--- config.mk ---
export PLATFORM = sky130hd
export DESIGN_NAME = refresh_sched
export DESIGN_NICKNAME = d
export VERILOG_FILES = /design/src/rtl/refresh_pkg.sv /design/src/rtl/refi_timer.sv /design/src/rtl/refresh_debt.sv /design/src/rtl/rfc_lockout.sv /design/src/rtl/refresh_sched.sv
export SDC_FILE = /design/constraint.sdc
export NUM_CORES = 1
export LEC_CHECK = 0
export BUFFER_PORTS_ARGS = -buffer_cell sky130_fd_sc_hd__buf_4
export CORE_MARGIN = 2
export CORE_UTILIZATION = 61
export CTS_CLUSTER_DIAMETER = 150
export DETAILED_ROUTE_END_ITERATION = 16
export PLACE_DENSITY_LB_ADDON = 0.25
export SLEW_MARGIN = 20
export SYNTH_ARGS = -nofsm -noshare
export SYNTH_HDL_FRONTEND = slang
export SYNTH_SLANG_ARGS = --single-unit
--- constraint.sdc ---
create_clock -name clk -period 4.2 [get_ports clk]
set_input_delay 0.42 -clock clk [delete_from_list [all_inputs] [get_ports clk]]
set_output_delay 0.42 -clock clk [all_outputs]
set_load 0.02 [all_outputs]
--- src/rtl/refresh_pkg.sv ---
`timescale 1ns/1ps
package refresh_pkg;
  // clocks per refresh interval, rounded down so refreshes are never late
  function automatic int unsigned interval_cycles(input int unsigned khz, input int unsigned ns);
    longint unsigned prod;
    prod = longint'(khz) * longint'(ns);
    return int'(prod / 64'd1000000);
  endfunction

  // clocks covering a minimum delay, rounded up
  function automatic int unsigned delay_cycles(input int unsigned khz, input int unsigned ns);
    longint unsigned prod;
    prod = longint'(khz) * longint'(ns);
    return int'((prod + 64'd999999) / 64'd1000000);
  endfunction
endpackage

--- src/rtl/refi_timer.sv ---
`timescale 1ns/1ps
module refi_timer #(
  parameter int unsigned INTERVAL = 781
) (
  input  logic clk,
  input  logic rst_n,
  output logic tick_o
);
  localparam int unsigned CW = (INTERVAL > 2) ? $clog2(INTERVAL) : 1;
  localparam logic [CW-1:0] LAST = CW'(INTERVAL - 1);

  logic [CW-1:0] cnt;

  assign tick_o = (cnt == LAST);

  always_ff @(posedge clk) begin
    if (!rst_n)      cnt <= '0;
    else if (tick_o) cnt <= '0;
    else             cnt <= cnt + 1'b1;
  end
endmodule

--- src/rtl/refresh_debt.sv ---
`timescale 1ns/1ps
module refresh_debt #(
  parameter int unsigned MAX_DEBT = 8,
  parameter int unsigned DW = $clog2(MAX_DEBT + 1)
) (
  input  logic          clk,
  input  logic          rst_n,
  input  logic          inc_i,
  input  logic          dec_i,
  output logic [DW-1:0] debt_o,
  output logic          pending_o,
  output logic          urgent_o
);
  localparam logic [DW-1:0] TOP = DW'(MAX_DEBT);

  logic [DW-1:0] debt_q, debt_d;
  logic          room, take;

  assign room = (debt_q != TOP);
  assign take = dec_i && (debt_q != '0);

  always_comb begin
    debt_d = debt_q;
    unique case ({inc_i, take})
      2'b10:   if (room) debt_d = debt_q + 1'b1;
      2'b01:   debt_d = debt_q - 1'b1;
      default: debt_d = debt_q;
    endcase
  end

  always_ff @(posedge clk) begin
    if (!rst_n) debt_q <= '0;
    else        debt_q <= debt_d;
  end

  assign debt_o    = debt_q;
  assign pending_o = (debt_q != '0);
  assign urgent_o  = !room;
endmodule

--- src/rtl/rfc_lockout.sv ---
`timescale 1ns/1ps
module rfc_lockout #(
  parameter int unsigned TRFC_CYC = 3
) (
  input  logic clk,
  input  logic rst_n,
  input  logic start_i,
  output logic busy_o
);
  localparam int unsigned RW = $clog2(TRFC_CYC + 1);
  localparam logic [RW-1:0] LOAD = RW'(TRFC_CYC);

  logic [RW-1:0] left;

  always_ff @(posedge clk) begin
    if (!rst_n)             left <= '0;
    else if (start_i)       left <= LOAD;
    else if (left != '0)    left <= left - 1'b1;
  end

  assign busy_o = (left != '0);
endmodule

--- src/rtl/refresh_sched.sv ---
`timescale 1ns/1ps
module refresh_sched #(
  parameter int unsigned CLK_KHZ  = 50000,
  parameter int unsigned REFI_NS  = 15625,
  parameter int unsigned TRFC_NS  = 60,
  parameter int unsigned MAX_DEBT = 8
) (
  input  logic clk,
  input  logic rst_n,
  input  logic ref_done_i,
  input  logic sr_exit_i,
  output logic ref_req_o,
  output logic ref_urgent_o,
  output logic busy_o
);
  localparam int unsigned INTERVAL = refresh_pkg::interval_cycles(CLK_KHZ, REFI_NS);
  localparam int unsigned TRFC_CYC = refresh_pkg::delay_cycles(CLK_KHZ, TRFC_NS);
  localparam int unsigned DEBT_W   = $clog2(MAX_DEBT + 1);

  // named internal events, observed by the bound checker
  logic              expiry_tick;
  logic              lockout_start;
  logic [DEBT_W-1:0] debt_level;

  assign lockout_start = ref_done_i | sr_exit_i;

  refi_timer #(.INTERVAL(INTERVAL)) u_timer (
    .clk    (clk),
    .rst_n  (rst_n),
    .tick_o (expiry_tick)
  );

  refresh_debt #(.MAX_DEBT(MAX_DEBT), .DW(DEBT_W)) u_debt (
    .clk       (clk),
    .rst_n     (rst_n),
    .inc_i     (expiry_tick),
    .dec_i     (ref_done_i),
    .debt_o    (debt_level),
    .pending_o (ref_req_o),
    .urgent_o  (ref_urgent_o)
  );

  rfc_lockout #(.TRFC_CYC(TRFC_CYC)) u_lock (
    .clk     (clk),
    .rst_n   (rst_n),
    .start_i (lockout_start),
    .busy_o  (busy_o)
  );
endmodule

=== Word level (Yosys, flattened, before mapping) ===
Cells that the tools add are included.

* Shift operators: 0
* Add/subtract/negate cells: 4
* Multiplexer cells: 4
* Equal/unequal tests: 5
* Div/mod/pow operators: 0
* Multiply operators: 0
* Order comparisons: 0
* Reduce and logical (&&, ||, !) cells: 8
* Bitwise gates (word level): 2

{| class="wikitable"
|+ Operator list
! operator !! count
|-
| adder 10 x 1 -> 10 bit (second input constant) || 1
|-
| equality test 10 bit (second input constant) || 1
|-
| one-hot mux 4 bit (2 select lines) || 1
|-
| nonzero test 2 bit || 3
|-
| adder 4 x 1 -> 4 bit (second input constant) || 1
|-
| two-way mux 2 bit || 2
|-
| two-way mux 4 bit || 1
|-
| inequality test 4 bit (second input constant) || 1
|-
| nonzero test 4 bit || 1
|-
| subtractor 4 x 1 -> 4 bit (second input constant) || 1
|-
| equality test 2 x 1 -> 1 bit (second input constant) || 1
|-
| equality test 2 bit (second input constant) || 1
|-
| inequality test 2 x 1 -> 1 bit (second input constant) || 1
|-
| AND reduction 2 bit || 1
|-
| OR reduction 2 bit || 1
|-
| subtractor 2 x 1 -> 2 bit (second input constant) || 1
|-
| logical AND 1 bit || 1
|-
| logical NOT 1 bit || 1
|-
| NOT 1 bit || 1
|-
| OR 1 bit || 1
|}

* Input bits: 4
* ROM bits: 0
* Register bits: 16
* Output and inout bits: 3
* Logic and storage cells: 26
* Latch bits: 0
* Memories: 0
* Bits in writable memories: 0

=== Logic depth before layout (Yosys ltp) ===
Gate-level depths: netlist (run 1).

* Depth in word-level cells: 5
* Gate-level depth with buffers: 11
* Gate-level depth less buffers: 11

=== Hierarchy ===
From an unflattened synthesis (run 1), not the netlist that was laid out.

* Cell total of the unflattened synthesis: 104
* Area total of the unflattened synthesis: 928.4 um^2

{| class="wikitable"
|+ By module, submodules not included
! module !! instances !! cells each !! area an instance (um^2) !! sequential area each (um^2)
|-
| refi_timer || 1 || 53 || 484.2 || 200.2
|-
| refresh_debt || 1 || 40 || 340.3 || 80.1
|-
| rfc_lockout || 1 || 10 || 97.6 || 40.0
|-
| refresh_sched || 1 || 1 || 6.3 || 0.0
|}

=== Worst setup path after synthesis (run 1) ===
OpenSTA, ideal clock, no wires.

* Path kind: register to register
* Start point: register u_debt.debt_q[1] (netlist: u_debt.debt_o[1])
* End point: register u_debt.debt_q[3] (netlist: u_debt.debt_o[3])
* Buffers on the path: 0
* Path slack: 1.963 ns
* Stages on the path, launching flop included: 10
* Data arrival time: 2.109 ns
* Period minus slack after synthesis: 2.237 ns
* Library setup time: 0.128 ns
* Data required time: 4.072 ns
* Cell sequence: dfxtp_1 > or4_4 > and2_4 > nand2_1 > inv_1 > ha_1 > a21oi_1 > a21oi_1 > a311oi_1 > nand3_1

* Cells in the longest elaborated chain, start to end: 5
* Elaborated cells on any way between the ends: 12
* Classes of those cells: add/sub (2); eq/ne (4); mux (2); reduce/logical (4)

{| class="wikitable"
|+ RTL lines
! element !! RTL line !! RTL
|-
| start, declared || refresh_debt.sv:16 || <nowiki>logic [DW-1:0] debt_q, debt_d;</nowiki>
|-
| start signal, assigned || refresh_debt.sv:33 || <nowiki>else debt_q <= debt_d;</nowiki>
|-
| nonzero test 4 bit (*) || - ||
|-
| via ref_req_o || refresh_sched.sv:12 || <nowiki>output logic ref_req_o,</nowiki>
|-
| logical AND 1 bit (*) || refresh_debt.sv:20 || <nowiki>assign take = dec_i && (debt_q != '0);</nowiki>
|-
| equality test 2 bit or equality test 2 x 1 -> 1 bit (tied branches) || refresh_debt.sv:24 || <nowiki>unique case ({inc_i, take})</nowiki>
|-
| inequality test 2 x 1 -> 1 bit (no source line) or nonzero test 2 bit (tied branches) || - ||
|-
| AND reduction 2 bit (no source line) || - ||
|}

The timed path passes the listed nets; every way through them passes the cells marked *. The select of a mux whose other input is x is not followed.
A chain may end at the register's enable or synchronous reset.

=== Worst setup path in the final report (run 1) ===
* Start point: register u_debt.debt_q[1] (netlist: u_debt.debt_o[1])
* End point: register u_debt.debt_q[3] (netlist: u_debt.debt_o[3])

* Cells in the longest elaborated chain, start to end: 5
* Elaborated cells on any way between the ends: 12
* Classes of those cells: add/sub (2); eq/ne (4); mux (2); reduce/logical (4)

{| class="wikitable"
|+ RTL lines
! element
|-
| parallel branches: the longest is 5 deep, another holds adder 4 x 1 -> 4 bit
|}

Several ways; the timed one is not identified. The select of a mux whose other input is x is not followed.

==> results of run 1 <==
metrics by stage:
step | cell area [sq um] | worst slack, ns
final | 998.5 | 1.875
after global routing | 998.5 | 1.634
after CTS | 998.5 | 1.880
after detailed placement | 962.2 | 1.893
after global placement | 962.2 | 1.939
after floorplan | 902.1 | 1.963
cell families after synthesis:
family	share of synthesized area (%)
adders and majority gates	9.154
AOI/OAI and AO/OA	7.767
buffers and inverters	3.745
and+or+nand+nor	25.94
muxes	8.183
DFF	35.51
xor gates and xnor gates	9.709
cell usage in the layout, fill, tap and decap left out, drive strengths merged, types with 3 or more instances in the layout:
cell | synthesis | routed
clkbuf | 1 | 4
xnor2 | 8 | 8
nand3 | 6 | 6
a21oi | 3 | 3
nand2 | 14 | 14
dfxtp | 16 | 16
buf | 0 | 6
nor3 | 3 | 3
ha | 5 | 5
mux2i | 5 | 5
inv | 8 | 8
nor2 | 14 | 14
metal layers:
layer	up-vias	track usage (%)	wire length, um
li1	372	-	-
met1	315	23.08	719
met2	15	35.69	749
met3	2	7.328	79
met4	0	7.500	14
met5	-	0	0
sequential cells by signal, indices dropped and copies added (netlist names):
name,flops
u_timer.cnt,10
u_debt.debt_o,4
u_lock.left,2
how the worst max path moves through the flow:
stage	startpoint	to	slack, ns	cells after the start
finish	u_debt.debt_o[1]	u_debt.debt_o[3]	1.87	9
global route	u_timer.cnt[0]	u_debt.debt_o[3]	1.63	11
CTS	u_debt.debt_o[1]	u_debt.debt_o[3]	1.88	9
detailed placement	u_debt.debt_o[1]	u_debt.debt_o[3]	1.89	9
global placement	u_debt.debt_o[1]	u_debt.debt_o[3]	1.94	9
floorplan	u_debt.debt_o[1]	u_debt.debt_o[3]	1.96	9
area by class of cell:
class                      instances  share of cell area [%]
inverter                           8                   3.008
sequential                        16                   32.08
clock buffer                       4                   3.634
tap                               15                   1.880
multi-input combinational         79                   54.89
timing repair buffer               6                   4.511
power groups by stage:
stage / Combinational (W) / Sequential [W] / Clock (W)
final: 0.000128 / 0.000175 / 0.000102
after detailed placement: 0.000127 / 0.000179 / 0
after floorplan: 0.0000982 / 0.000175 / 0
after global placement: 0.000123 / 0.000178 / 0
after global routing: 0.000142 / 0.000177 / 0.000110
after CTS: 0.000127 / 0.000175 / 0.000106
worst max-delay path: cells and delay by family (launching register included):
kind	cells	cell delay, ns
simple gates	4	0.94
compound gates	3	0.49
flops	1	0.37
fa+ha+maj	1	0.34
buf+inv	1	0.08
Yosys cell counts, types with 2 or more instances:
library cell | number | area (sq um)
mux2i_1 | 4 | 40.04
xor2_1 | 2 | 17.52
o31a_1 | 2 | 17.52
ha_1 | 5 | 62.56
nand2_1 | 14 | 52.55
nand3_1 | 6 | 30.03
dfxtp_1 | 16 | 320.3
a21oi_1 | 3 | 15.01
xnor2_1 | 8 | 70.07
nor2_1 | 14 | 52.55
nor3_1 | 3 | 15.01
inv_1 | 8 | 30.03
==> summary.md, run 1 <==
Outcome
- finished, final reports clean — outcome

Layout
- 320.3 sq um — FF/Latch Area
- 128 — post-layout instance count excluding filler cells
- 548.0 sq um — area of combinational cells with multiple inputs
- 0 — diodes inserted
- 74.86% — final core area utilization
- 124 — Post-layout nets
- 13.27% — fraction of layout instances using a drive strength above 1
- 10.68% — Synth-to-Final Area Change
- 101 — filler instances

Min path
- 2 — worst hold path depth
- u_lock.left[1] — Min-Delay Endpoint
- sr_exit_i — startpoint of the worst hold path
- in -> reg — worst hold-check path type

Worst setup path
- 2.50 ns — data arrival time of the worst path
- 1.87 ns — Reg2Reg Setup Slack
- flip-flop — startpoint type of the worst setup path
- u_debt.debt_o[1] — Reg-to-Reg Start
- 5 — CP max FO
- 0.56 ns — Critical Path Max Stage Delay
- a21oi_1 — most used cell, CP
- 9 — number of cells on the worst reg-to-reg path
- flip-flop — crit path capture type
- or4_4, and2_4, nand2_1, inv_1, ha_1, a21oi_1, a21oi_1, a311oi_1, nand3_1 — cells along the critical path
- reg -> reg — Crit Path Class
- u_debt.debt_o[3] — Crit Reg-Reg Endpoint
- 4.38 ns — required time of the critical path
- or4_4 — CP max stage cell

GRT
- 0 — antenna violations before repair
- 20.64% — total global-route track usage
- 2801 um — first-pass GRT wire length
- 706 — number of global-route vias before repair
- 16 — maximum number of pins on one net before global-route repair
- 0 — overflow left after global routing

Detailed routing
- 1562 um — final WL
- 0 — number of design rule violations left after detail routing
- 5.500 — via-per-instance ratio
- 12.20 um — post-detailed-route wirelength per cell
- 0 — antenna viol nets, final
- 704 — detailed-route via count
- 4 — number of search-and-repair iterations in the first detailed-routing pass
- 4 — violation count after the first detailed-route iteration

Logic synthesis
- 902.1 sq um — post-synth design cell area
- dfxtp_1 — commonest register cell after synthesis
- 0 — number of synthesized flops with an enable pin
- 16 — flops & latches, synth
- 8.674 sq um — mean instance size in the synthesized netlist
- 104 — gate count after technology mapping
- 114 — Synthesized Nets
- 0% — fraction of registers with async set/reset
- 35.51% — register area share after synthesis
- 0 — Yosys warnings
- 31 — unique cell type count in the Yosys netlist

Pwr
- 43.3% — part of the power in registers
- 0.0002752 W — cell-internal power
- 254.8 uV — peak supply drop
- 32.13% — switching share of power
- 0.4130 nW — leakage power
- 25.2% — clock network fraction of design power
- 31.5% — part of the power in combinational logic
- 0.0004055 W — post-layout total power
- 0.0001303 W — P_sw
- 406.1 nW/um^2 — power density cells

Die
- 1334 sq um — placeable core area
- 1802 sq um — Die Area
- 7 — io pins
- 13 — row count
- 67.64% — effective utilization at floorplan
- 42.46 um — vertical die dimension
- 42.46 um — horizontal die dimension

STA
- 0 — total setup violations reported at the end of the flow
- 0.4301 GHz — Peak Freq
- 71.07% — Relative slew margins
- 0 ns — total negative slack
- 55.36% — final worst-path cycle share
- 0.4306 ns — slew at the pin closest to its max-slew limit
- 0 — total count of hold-check failures in the final report
- 0.3614 ns — hold_ws
- 2.325 ns — Final Critical Period
- false — setup repair after global routing missed its margin
- 0.003396 ns — maximum clock skew at final layout
- 0 — max-slew violations

Clocking
- 1 — H-tree lvl count
- 0 — buffer count from post-CTS setup fixing
- 0 — number of buffers inserted for hold repair after clock tree synthesis
- 0 — Post-CTS Resized
- 0.29 ns — clock latency on the worst-skew pair
- 3 — number of CTS-inserted buffers
- 2 — clock buffer depth
- 0.09 ns — Clock Pin Slew Worst Setup and Hold Paths
- clkbuf_4 — clk root buf
- 16 — clock tree sinks
- yes — TritonCTS clock tree

Placed design
- 0.7751 — GPL Wtd Cong
- 6 — Buffers on Ports
- 124 — total placed cells including tap cells
- 1155 um — hpwl dp

Flow run
- 0 — maxcap violations

Note: power is estimated with default switching activity, not from simulation.
==> inputs of run 2 (changes only) <==
CORE_UTILIZATION = 57   (was 61)
clock period = 2.2 ns   (was 4.2 ns; I/O delays follow)
==> summary.md, run 2 (synthesis results as in run 1) <==
Detailed routing
- 739 — detailed-route via count, +5.0%
- 12.99 um — post-detailed-route wirelength per cell, +6.5%
- 1741 um — final WL, +11%
- 0 — number of design rule violations left after detail routing, unchanged
- 4 — violation count after the first detailed-route iteration, unchanged
- 0 — antenna viol nets, final, unchanged
- 5.515 — via-per-instance ratio, +0.27%
- 3 — number of search-and-repair iterations in the first detailed-routing pass, -1

Die
- 43.78 um — horizontal die dimension, +3.1%
- 60.59% — effective utilization at floorplan, -7.0 points
- 7 — io pins, unchanged
- 43.78 um — vertical die dimension, +3.1%
- 1489 sq um — placeable core area, +12%
- 14 — row count, +1
- 1917 sq um — Die Area, +6.3%

Layout
- 130 — Post-layout nets, +4.8%
- 16 x dfxtp_1, 14 x nor2_1, 13 x nand2_1, 12 x buf_4, 8 x xnor2_1 — most frequent cells in the layout
- 134 — post-layout instance count excluding filler cells, +4.7%
- 320.3 sq um — FF/Latch Area, unchanged
- 0 — diodes inserted, unchanged
- 17.61% — Synth-to-Final Area Change
- dfxtp_1 — leading cell type in the layout, fill and taps excluded
- u_timer.cnt — register with the most flip-flops
- 22.03% — fraction of layout instances using a drive strength above 1, +8.8 points
- 120 — filler instances, +19%
- 578.1 sq um — area of combinational cells with multiple inputs, +5.5%
- 10 — max FFs per register, unchanged

STA
- 0.1758 ns — hold_ws, -0.1856 ns
- 72.20% — Relative slew margins, +1.1 points
- 0 — total count of hold-check failures in the final report, unchanged
- 96.44% — final worst-path cycle share, +41 points
- 0 ns — total negative slack, unchanged
- 0.07822 ns — setup slack after layout, -1.797 ns
- 0.4713 GHz — Peak Freq, +9.6%
- 0 — total setup violations reported at the end of the flow, unchanged
- 0.003509 ns — maximum clock skew at final layout, +0.0001128 ns
- 0.4138 ns — slew at the pin closest to its max-slew limit, -0.01676 ns
- 0 — max-slew violations, unchanged
- 2.122 ns — Final Critical Period, -0.2034 ns

Clocking
- 0.09 ns — Clock Pin Slew Worst Setup and Hold Paths, about the same
- 2 — clock buffer depth, unchanged
- 0 — number of buffers inserted for hold repair after clock tree synthesis, unchanged
- 1 — H-tree lvl count, unchanged
- 16 — clock tree sinks, unchanged
- clkbuf_4 — clk root buf
- 3 — number of CTS-inserted buffers, unchanged
- 0.27 ns — clock latency on the worst-skew pair, -0.02 ns
- yes — TritonCTS clock tree

GRT
- 0 — overflow left after global routing, unchanged
- 21.08% — total global-route track usage, +0.44 points
- 0 — antenna violations before repair, unchanged
- 746 — number of global-route vias before repair, +5.7%
- 3084 um — first-pass GRT wire length, +10%
- 16 — maximum number of pins on one net before global-route repair, unchanged

Placed design
- 131 — total placed cells including tap cells, +5.6%
- 1383 um — hpwl dp, +20%
- 0.8146 — GPL Wtd Cong, +5.1%
- 6 — Buffers on Ports, unchanged
- 0.05077 ns — Post-Place Setup Slack, -1.842 ns

Worst setup path
- 2.42 ns — required time of the critical path, -1.96 ns
- u_debt.debt_o[2] — Reg-to-Reg Start
- 0.08 ns — Reg2Reg Setup Slack, -1.80 ns
- flip-flop — startpoint type of the worst setup path
- flip-flop — crit path capture type
- 2.34 ns — data arrival time of the worst path, -0.16 ns
- reg -> reg — Crit Path Class
- 3 — CP max FO, -2
- u_debt.debt_o[3] — Crit Reg-Reg Endpoint
- 9 — number of cells on the worst reg-to-reg path, unchanged

Min path
- sr_exit_i — startpoint of the worst hold path
- in -> reg — worst hold-check path type
- 2 — worst hold path depth, unchanged
- u_lock.left[0] — Min-Delay Endpoint

Outcome
- finished, final reports clean — outcome

Pwr
- 687.0 uV — peak supply drop, +170%
- 0.0007773 W — post-layout total power, +92%
- 732.6 nW/um^2 — power density cells, +80%
- 0.4355 nW — leakage power, +5.5%

Flow run
- 0 — maxcap violations, unchanged

[run 2: cell count changes in the layout (fill, tap and decap cells not counted), sizes merged]
cell    before  now
buf          6   12
clkbuf       4    3
[run 2: critical path, stage by stage (launching register included)]
cell	delay (ns)
dfxtp_1	0.32
or4_4	0.54
and2_4	0.17
nand2_2	0.09
inv_2	0.06
ha_1	0.29
a21o_1	0.19
a211oi_2	0.26
a311oi_2	0.06
nand3_1	0.09
[run 2: timing repair]
| item | in CTS | in global routing |
|---|---|---|
| gates resized for setup | 0 | 4 |
| setup endpoints to repair | 0 | 1 |
| buffers inserted | 0 | 0 |
[run 2: metrics by stage]
| step | util (%) | instance area (sq um) |
|---|---|---|
| global route | 71.26 | 1061 |
| CTS | 70.34 | 1047 |
| finish | 71.26 | 1061 |
| detailed placement | 68.82 | 1025 |
| global placement | 68.82 | 1025 |
| floorplan | - | 918.4 |
[run 2: worst max path at each step]
| stage | start | end | slack (ns) |
|---|---|---|---|
| detailed placement | u_debt.debt_o[2] | u_debt.debt_o[3] | 0.05 |
| finish | u_debt.debt_o[2] | u_debt.debt_o[3] | 0.08 |
| global placement | u_debt.debt_o[2] | u_debt.debt_o[3] | 0.11 |
| CTS | u_debt.debt_o[2] | u_debt.debt_o[3] | 0.02 |
| global route | u_debt.debt_o[2] | u_debt.debt_o[3] | -0.007 |
| floorplan | u_debt.debt_o[2] | u_debt.debt_o[3] | 0.01 |
[run 2: layout make-up]
cell class | count | area share, %
Clock buffer | 3 | 2.123
Sequential cell | 16 | 30.19
Multi-Input combinational cell | 79 | 54.48
Tap cell | 16 | 1.887
Timing Repair Buffer | 12 | 8.491
Inverter | 8 | 2.830
[run 2: layer usage]
layer	global-route usage [%]	routed length, um	up-vias
met4	10.30	51	0
met5	0	0	-
met1	24.55	729	340
met3	2.500	16	6
met2	37.65	944	10
li1	-	-	383
[run 2: power by group]
| group | switching (W) | internal (W) |
|---|---|---|
| clock | 0.0000848 | 0.0000632 |
| combinational | 0.000161 | 0.000146 |
| sequential | 0.0000125 | 0.000310 |
==> inputs of run 3 (changes only) <==
SYNTH_HIERARCHICAL = 1   (was not set)
==> summary.md, run 3 <==
Outcome
- finished with violations — outcome
- setup timing — failing checks

Detailed routing
- 4 — number of search-and-repair iterations in the first detailed-routing pass, +1
- 5.860 — via-per-instance ratio, +6.3%
- 25 — violation count after the first detailed-route iteration, +21
- 0 — antenna viol nets, final, unchanged
- 15.22 um — post-detailed-route wirelength per cell, +17%
- 2177 um — final WL, +25%
- 838 — detailed-route via count, +13%
- 0 — number of design rule violations left after detail routing, unchanged

Placed design
- 134 — total placed cells including tap cells, +2.3%
- 6 — Buffers on Ports, unchanged
- 1514 um — hpwl dp, +9.5%
- 0.8341 — GPL Wtd Cong, +2.4%

Logic synthesis
- 928.4 sq um — post-synth design cell area, +2.9%
- 0% — fraction of registers with async set/reset, unchanged
- dfxtp_1 — commonest register cell after synthesis
- 34.50% — area share of the largest cell type after synthesis, -1.0 points
- 34.50% — register area share after synthesis, -1.0 points
- 104 — gate count after technology mapping, unchanged
- 114 — Synthesized Nets, unchanged
- dfxtp_1 — dominant cell by count in the synthesized netlist
- 16 x dfxtp_1, 12 x inv_1, 8 x nand3_1, 8 x nor2_1 — top cells by instance count after synthesis
- 6 — Yosys warnings, +6
- dfxtp_1 — library cell occupying the most area in the post-synthesis netlist
- 0 — number of synthesized flops with an enable pin, unchanged
- dfxtp_1 35%, ha_1 6.7%, inv_1 4.9% — Synth area leaders
- 34 — unique cell type count in the Yosys netlist, +9.7%
- 8.927 sq um — mean instance size in the synthesized netlist, +2.9%
- 16 — flops & latches, synth, unchanged

Clocking
- 3 — number of CTS-inserted buffers, unchanged
- 16 — clock tree sinks, unchanged
- 0 — number of buffers inserted for hold repair after clock tree synthesis, unchanged
- yes — TritonCTS clock tree
- 2 — clock buffer depth, unchanged
- 0.29 ns — clock latency on the worst-skew pair, +0.02 ns
- clkbuf_4 — clk root buf
- 1 — H-tree lvl count, unchanged
- 0.10 ns — Clock Pin Slew Worst Setup and Hold Paths, about the same

STA
- 59.57% — Relative slew margins, -13 points
- 102.7% — final worst-path cycle share, +6.3 points
- true — setup repair after global routing missed its margin
- 0.003377 ns — maximum clock skew at final layout, -0.0001318 ns
- -0.06037 ns — setup slack after layout, -0.1386 ns
- -0.06037 ns — total negative slack, -0.06037 ns
- 0.6044 ns — slew at the pin closest to its max-slew limit, +0.1906 ns
- 1 — total setup violations reported at the end of the flow, +1
- 0.4424 GHz — Peak Freq, -6.1%
- 2.260 ns — Final Critical Period, +0.1386 ns
- 0 — max-slew violations, unchanged
- 0 — total count of hold-check failures in the final report, unchanged

Pwr
- 0.0007068 W — cell-internal power, +36%
- 0.001175 W — post-layout total power, +51%
- 49.6% — part of the power in combinational logic, +10 points
- 33.4% — part of the power in registers, -8.0 points
- 0.4717 nW — leakage power, +8.3%
- 17.0% — clock network fraction of design power, -2.0 points
- 971.2 nW/um^2 — power density cells, +33%
- 0.0004682 W — P_sw, +81%
- 39.85% — switching share of power, +6.6 points
- 871.9 uV — peak supply drop, +27%

GRT
- 829 — number of global-route vias before repair, +11%
- 11 — maximum number of pins on one net before global-route repair, -5
- 0 — overflow left after global routing, unchanged
- 0 — antenna violations before repair, unchanged
- 3436 um — first-pass GRT wire length, +11%
- 23.70% — total global-route track usage, +2.6 points

Layout
- u_timer/cnt — register with the most flip-flops
- 138 — Post-layout nets, +6.2%
- 143 — post-layout instance count excluding filler cells, +6.7%
- 36.22% — fraction of layout instances using a drive strength above 1, +14 points
- buf_4 — leading cell type in the layout, fill and taps excluded
- 79.39% — final core area utilization, +8.1 points
- 19 x buf_4, 14 x dfxtp_1, 10 x inv_1, 8 x nor2_1 — most frequent cells in the layout
- 103 — filler instances, -14%
- 10 — max FFs per register, unchanged
- 30.32% — Synth-to-Final Area Change
- 0 — diodes inserted, unchanged

Die
- 7 — io pins, unchanged
- 14 — row count, unchanged
- 60.92% — effective utilization at floorplan, +0.33 points
- 1967 sq um — Die Area, +2.6%
- 44.36 um — vertical die dimension, +1.3%
- 44.36 um — horizontal die dimension, +1.3%
- 1524 sq um — placeable core area, +2.4%

Worst setup path
- 2.38 ns — required time of the critical path, -0.04 ns
- 2.45 ns — data arrival time of the worst path, +0.11 ns
- 3 — CP max FO, unchanged
- reg -> reg — Crit Path Class
- flip-flop — startpoint type of the worst setup path
- u_timer/cnt[9] — Reg-to-Reg Start
- u_timer/cnt[9] — Critical path origin
- flip-flop — crit path capture type

Flow run
- 0 — maxcap violations, unchanged

Min path
- in -> reg — worst hold-check path type
- rst_n — startpoint of the worst hold path

## run 3: changes by cell type in the layout (fill, tap and decap cells not counted), moves of 2 or more
cell	previous run	this run
a21oi_1	2	5
buf_4	12	19
dfxtp_1	16	14
dfxtp_2	0	2
inv_1	7	10
mux2i_1	4	2
nand2_1	13	6
nand3_4	0	2
nor2_1	14	8
o21a_1	0	2
o21ai_0	1	5
o31a_1	2	0
or3_2	0	3
xnor2_1	8	5
## run 3: power groups by stage
| stage | clock (W) | combinational, W | sequential [W] |
|---|---|---|---|
| after detailed placement | 0 | 0.000455 | 0.000382 |
| after CTS | 0.000207 | 0.000453 | 0.000376 |
| final | 0.000199 | 0.000583 | 0.000393 |
| after global routing | 0.000223 | 0.000625 | 0.000396 |
| after floorplan | 0 | 0.000316 | 0.000373 |
| after global placement | 0 | 0.000434 | 0.000381 |
## run 3: layer usage
metal | wire length, um | GRT usage [%]
met1 | 987 | 29.08
met2 | 1091 | 40.59
met3 | 79 | 6.531
met4 | 19 | 6.667
met5 | 0 | 0
## run 3: final timing paths
path / slack (ns) / cells past startpoint / to
worst max register to register: -0.06 / 10 / u_debt/debt_o[3]
worst max-delay path: -0.06 / 10 / u_debt/debt_o[3]
worst min register to register: 0.49 / 2 / u_timer/cnt[9]
worst min-delay path: 0.17 / 2 / u_lock/left[1]
## run 3: per-stage QoR
step / cell area (sq um) / setup WS (ns) / hold slack [ns]
after floorplan: 964.7 / -0.06786 / 0.3375
after global placement: 1090 / 0.04939 / 0.4731
after detailed placement: 1090 / -0.05543 / 0.4790
after CTS: 1127 / 0.02238 / 0.1600
after global routing: 1210 / -0.1450 / 0.1557
final: 1210 / -0.06037 / 0.1715
## run 3: repair_timing
action,in CTS,in global routing
endpoints found under the setup margin,1,1
setup buffers,0,5
resized for setup,2,8
pin swaps,1,4
## run 3: worst max-delay path: stages, from the launching register on
cell and delay, ns:
dfxtp_2 0.35, or3b_4 0.39, nor4_4 0.31, inv_2 0.09, nand3_4 0.09, inv_4 0.05, ha_4 0.28, nand3_4 0.08
a211o_1 0.32, o211ai_1 0.09, a31oi_1 0.10
## run 3: layout make-up
cell class / instances / area [sq um] / share of cell area (%)
inverters: 13 / 51.30 / 4.240
flip-flops and latches: 16 / 322.8 / 26.68
repair buffers: 19 / 142.6 / 11.79
multi-input cells: 75 / 636.9 / 52.64
well taps: 16 / 20.02 / 1.655
clock buffers: 4 / 36.28 / 2.999
## run 3: kinds of logic (layout without fill, tap and decap cells)
kind of cell    Yosys count  count (layout)  share of synthesized area, %
compound gates           22              22                         19.54
xor+xnor                  7               7                         6.604
fa+ha+maj                 6               6                         8.895
buf+inv                  13              36                         5.255
flops                    16              16                         34.50
mux                       2               2                         2.156
simple gates             38              38                         23.05
